$ cat src/rtl/xrom_bar_decoder.sv
module xrom_bar_decoder #(
  parameter int          ROM_BYTES  = 4096,
  parameter bit          BRIDGE_HDR = 1'b0,
  parameter logic [15:0] FILL_SEED  = 16'h5EED
) (
  input  logic        clk,
  input  logic        rst_n,
  input  logic        cfg_we,
  input  logic [5:0]  cfg_dw,
  input  logic [31:0] cfg_wdata,
  output logic [31:0] cfg_rdata,
  input  logic        cmd_mem_en,
  input  logic        mem_req,
  input  logic [31:0] mem_addr,
  output logic [31:0] mem_rdata,
  output logic        mem_hit
);
  localparam int         SZ     = $clog2(ROM_BYTES);
  localparam int         WIDX   = SZ - 2;
  localparam int         BLOCKS = ROM_BYTES / 512;
  localparam logic [5:0] BAR_DW = BRIDGE_HDR ? 6'd14 : 6'd12;

  generate
    if (ROM_BYTES < 2048 || (ROM_BYTES & (ROM_BYTES - 1)) != 0) begin : g_bad_size
      $error("ROM_BYTES must be a power of two of at least 2048");
    end
  endgenerate

  logic [31-SZ:0] base_q;
  logic           en_q;
  logic           sel;
  logic           hit_d;
  logic           unused_ok;

  assign sel = (cfg_dw == BAR_DW);

  always_ff @(posedge clk) begin
    if (!rst_n) begin
      base_q <= '0;
      en_q   <= 1'b0;
    end else if (cfg_we && sel) begin
      base_q <= cfg_wdata[31:SZ];
      en_q   <= cfg_wdata[0];
    end
  end

  assign cfg_rdata = sel ? {base_q, {(SZ-1){1'b0}}, en_q} : 32'h0;

  assign hit_d = mem_req && en_q && cmd_mem_en && (mem_addr[31:SZ] == base_q);

  function automatic logic [31:0] rom_word(input logic [WIDX-1:0] idx);
    logic [15:0] i16;
    i16 = 16'(idx);
    if (idx == '0) return {8'h00, 8'(BLOCKS), 8'hAA, 8'h55};
    return {FILL_SEED ^ i16, ~i16};
  endfunction

  always_ff @(posedge clk) begin
    if (!rst_n) begin
      mem_hit   <= 1'b0;
      mem_rdata <= '0;
    end else begin
      mem_hit   <= hit_d;
      mem_rdata <= hit_d ? rom_word(mem_addr[SZ-1:2]) : 32'h0;
    end
  end

  assign unused_ok = ^{mem_addr[1:0], cfg_wdata[SZ-1:1]};
endmodule

$ cat config.mk
export PLATFORM = sky130hd
export DESIGN_NAME = xrom_bar_decoder
export DESIGN_NICKNAME = d
export VERILOG_FILES = /design/src/rtl/xrom_bar_decoder.sv
export SDC_FILE = /design/constraint.sdc
export NUM_CORES = 1
export LEC_CHECK = 0
export BUFFER_PORTS_ARGS = -buffer_cell sky130_fd_sc_hd__buf_2
export CORE_MARGIN = 2
export CORE_UTILIZATION = 40
export CTS_CLUSTER_SIZE = 14
export DETAILED_ROUTE_END_ITERATION = 10
export PLACE_DENSITY = 0.81
export RECOVER_POWER = 25
export SLEW_MARGIN = 15
export SYNTH_ARGS = -nofsm -noshare
export SYNTH_HDL_FRONTEND = slang
export SYNTH_SLANG_ARGS = --single-unit
$ cat constraint.sdc
create_clock -name clk -period 1.47 [get_ports clk]
set_input_delay 0.0735 -clock clk [delete_from_list [all_inputs] [get_ports clk]]
set_output_delay 0.0735 -clock clk [all_outputs]
set_load 0.01 [all_outputs]
==> metrics <==
Total GRT Usage=18.5%; die area=5680 um^2; PortBufs=113; nets=419; Multi-input gate area=1100 um^2; DR iter-0 viols=44; fill count=462; Max FO, Critical Path=4; P&R area growth vs syn=41.0%; Req. time, crit path=1.67 ns; Worst-Skew Late Latency=0.29 ns; final WL=5330 um; Reg power frac=53.8%; Num CTS Buffers=5; first-pass GRT wire length=8020 um; RSZ-0062 raised after global routing=yes; DR pass1 iterations=4; Mapped Cells=227; Int Power=0.00163 W; CP endpoint kind=register; ranking of synthesized cells by area=dfxtp_1, buf_4, xor2_1, a21boi_1, and2_1; critical path arrival=1.68 ns; via count=1922; Core ar.=4820 um^2; # IOs=140; CTS tree=done; most common cell in the netlist=dfxtp_1; Sw Ratio=23.2%; r2r setup slk=-0.01 ns; register bit total from synthesis=42; Core Rows=25; PD cells=738 nW/um^2; final cycle utilization of the critical path=101%; routed vias/inst=4.67; combinational fraction of design power=10.6%; final worst slack=-0.0110 ns; ANT cells=0; Slew Viols, Final=0; ANT nets after route=0; Remaining Overflow, GRT=0; Worst-path clk slew=0.08 ns; Switch Pwr=0.000493 W; post-DP HPWL=3740 um; H-tree levels=2; Placer Congestion=0.766; Initial Util=42.3%; cell area after synthesis=2040 um^2; Die Ht=75.4 um; Lkg Pwr=1.28 nW; Fmax=675 MHz; initial antenna violation count=0; Yosys warning total=0; # clock sinks=42; vias in the first global route=1806; clock power share=35.7%; Post-synth top flop=dfxtp_1; post-route DRC violation count=0; Yosys cell types=26; WL/cell=12.9 um; Worst setup SP type=register; Max Cap Viol=0; HP Class=input pin to register; Setup CP Type=register to register; largest net degree at the start of global routing=30; setup violators final=2; layout cells sized above 1=42.3%; fraction of registers with async set/reset=0%; failing checks=setup timing; clk root buf=clkbuf_8; placed instance area=2560 um^2; Final Hold Violating Endpoints=0; Yosys top cell area share=41.3%; register area=848 um^2; maximum VDD drop=0.681 mV; Hold Slack=0.0242 ns; status=complete, but fails checks; Synth area leader=dfxtp_1; Max Buffers Root-to-Sink=2; Die W=75.4 um; Pwr Total=0.00212 W; top cells by instance count after synthesis=dfxtp_1, buf_4, nand3_1; clock skew=0.00787 ns; cell area after layout=2870 um^2; post-synthesis sequential area ratio=41.3%; minimum clock period=1.48 ns; syn avg cell area=8.98 um^2; Post-synth EDFFs=0
[registers in the layout, summed over array words and instances, names as in the netlist]
register / flops
mem_rdata: 20
base_q: 20
mem_hit: 1
en_q: 1
[power by group through the flow]
stage | logic [W] | registers (W) | clock network [W]
after CTS | 0.000215 | 0.00114 | 0.000763
after global routing | 0.000246 | 0.00114 | 0.000815
final | 0.000225 | 0.00114 | 0.000757
after detailed placement | 0.000185 | 0.00117 | 0
after global placement | 0.000183 | 0.00117 | 0
after floorplan | 0.000100 | 0.00117 | 0
[cells by family (layout without fill, tap and decap cells)]
kind of cell	Yosys count	after routing	share of synthesized area (%)
DFF	42	42	41.3
other	1	13	0.184
buffers and inverters	40	145	12.5
xor gates and xnor gates	20	20	8.59
and+or+nand+nor	103	104	29.7
AOI/OAI and AO/OA	21	21	7.73
[worst max-delay path, cell delays in order, from the launching register on]
cell	delay, ns
dfxtp_1	0.33
xor2_1	0.19
nor4_4	0.37
nand2_1	0.23
nor4_2	0.28
[through the flow]
stage	worst slack, ns	std cells	TNS (ns)	util (%)
after floorplan	0.152	239	0	-
after global placement	-0.0840	390	-0.918	53.2
after detailed placement	-0.0708	390	-0.441	53.2
after CTS	0.0142	410	0	58.3
after global routing	-0.128	412	-1.59	59.7
final	-0.0110	412	-0.0192	59.7
[per-layer routing]
| metal | track usage, % | vias up | routed length (um) |
|---|---|---|---|
| li1 | - | 957 | - |
| met1 | 21.0 | 865 | 2080 |
| met2 | 33.6 | 98 | 2730 |
| met3 | 6.35 | 2 | 492 |
| met4 | 4.09 | 0 | 18 |
| met5 | 0 | - | 0 |
[final cells by class]
class,instances,area share (%)
Inverter,3,0.392
Tap cell,67,2.92
Timing Repair Buffer,134,25.9
Clock buffer,7,3.00
Sequential cell,42,29.5
Multi-Input combinational cell,158,38.1
Clock inverter,1,0.174
[worst paths after layout]
kind,startpoint,end,cells after the start
hold reg to reg,base_q[7],base_q[7],2
hold / removal,cfg_wdata[19],base_q[7],3
setup reg to reg,base_q[19],mem_rdata[19],4
setup / recovery,base_q[19],mem_rdata[19],4
[placed cells by master (no fill, tap or decap), types with 3 or more instances in the layout]
| cell | instances |
|---|---|
| inv_1 | 3 |
| buf_2 | 96 |
| a21boi_1 | 19 |
| dlygate4sd3_1 | 10 |
| dfxtp_2 | 6 |
| clkbuf_8 | 6 |
| xnor2_1 | 3 |
| clkbuf_1 | 19 |
| nand3_1 | 23 |
| nand2_1 | 22 |
| buf_4 | 7 |
| dfxtp_1 | 36 |
| nand4_1 | 3 |
| nor4_2 | 7 |
| xor2_1 | 16 |
| nor3_2 | 11 |
| and2_1 | 20 |
| conb_1 | 13 |
| nor4_1 | 3 |
| nor4_4 | 4 |
[repair_timing]
action,4_1_cts,5_1_grt
gates resized for setup,8,16
hold buffers,10,0
pin swaps,3,4
gates cloned,1,1
endpoints found under the setup margin,20,21
endpoints found under the hold margin,14,0
buffers inserted,1,1
Power figures use the tool's default switching activity.
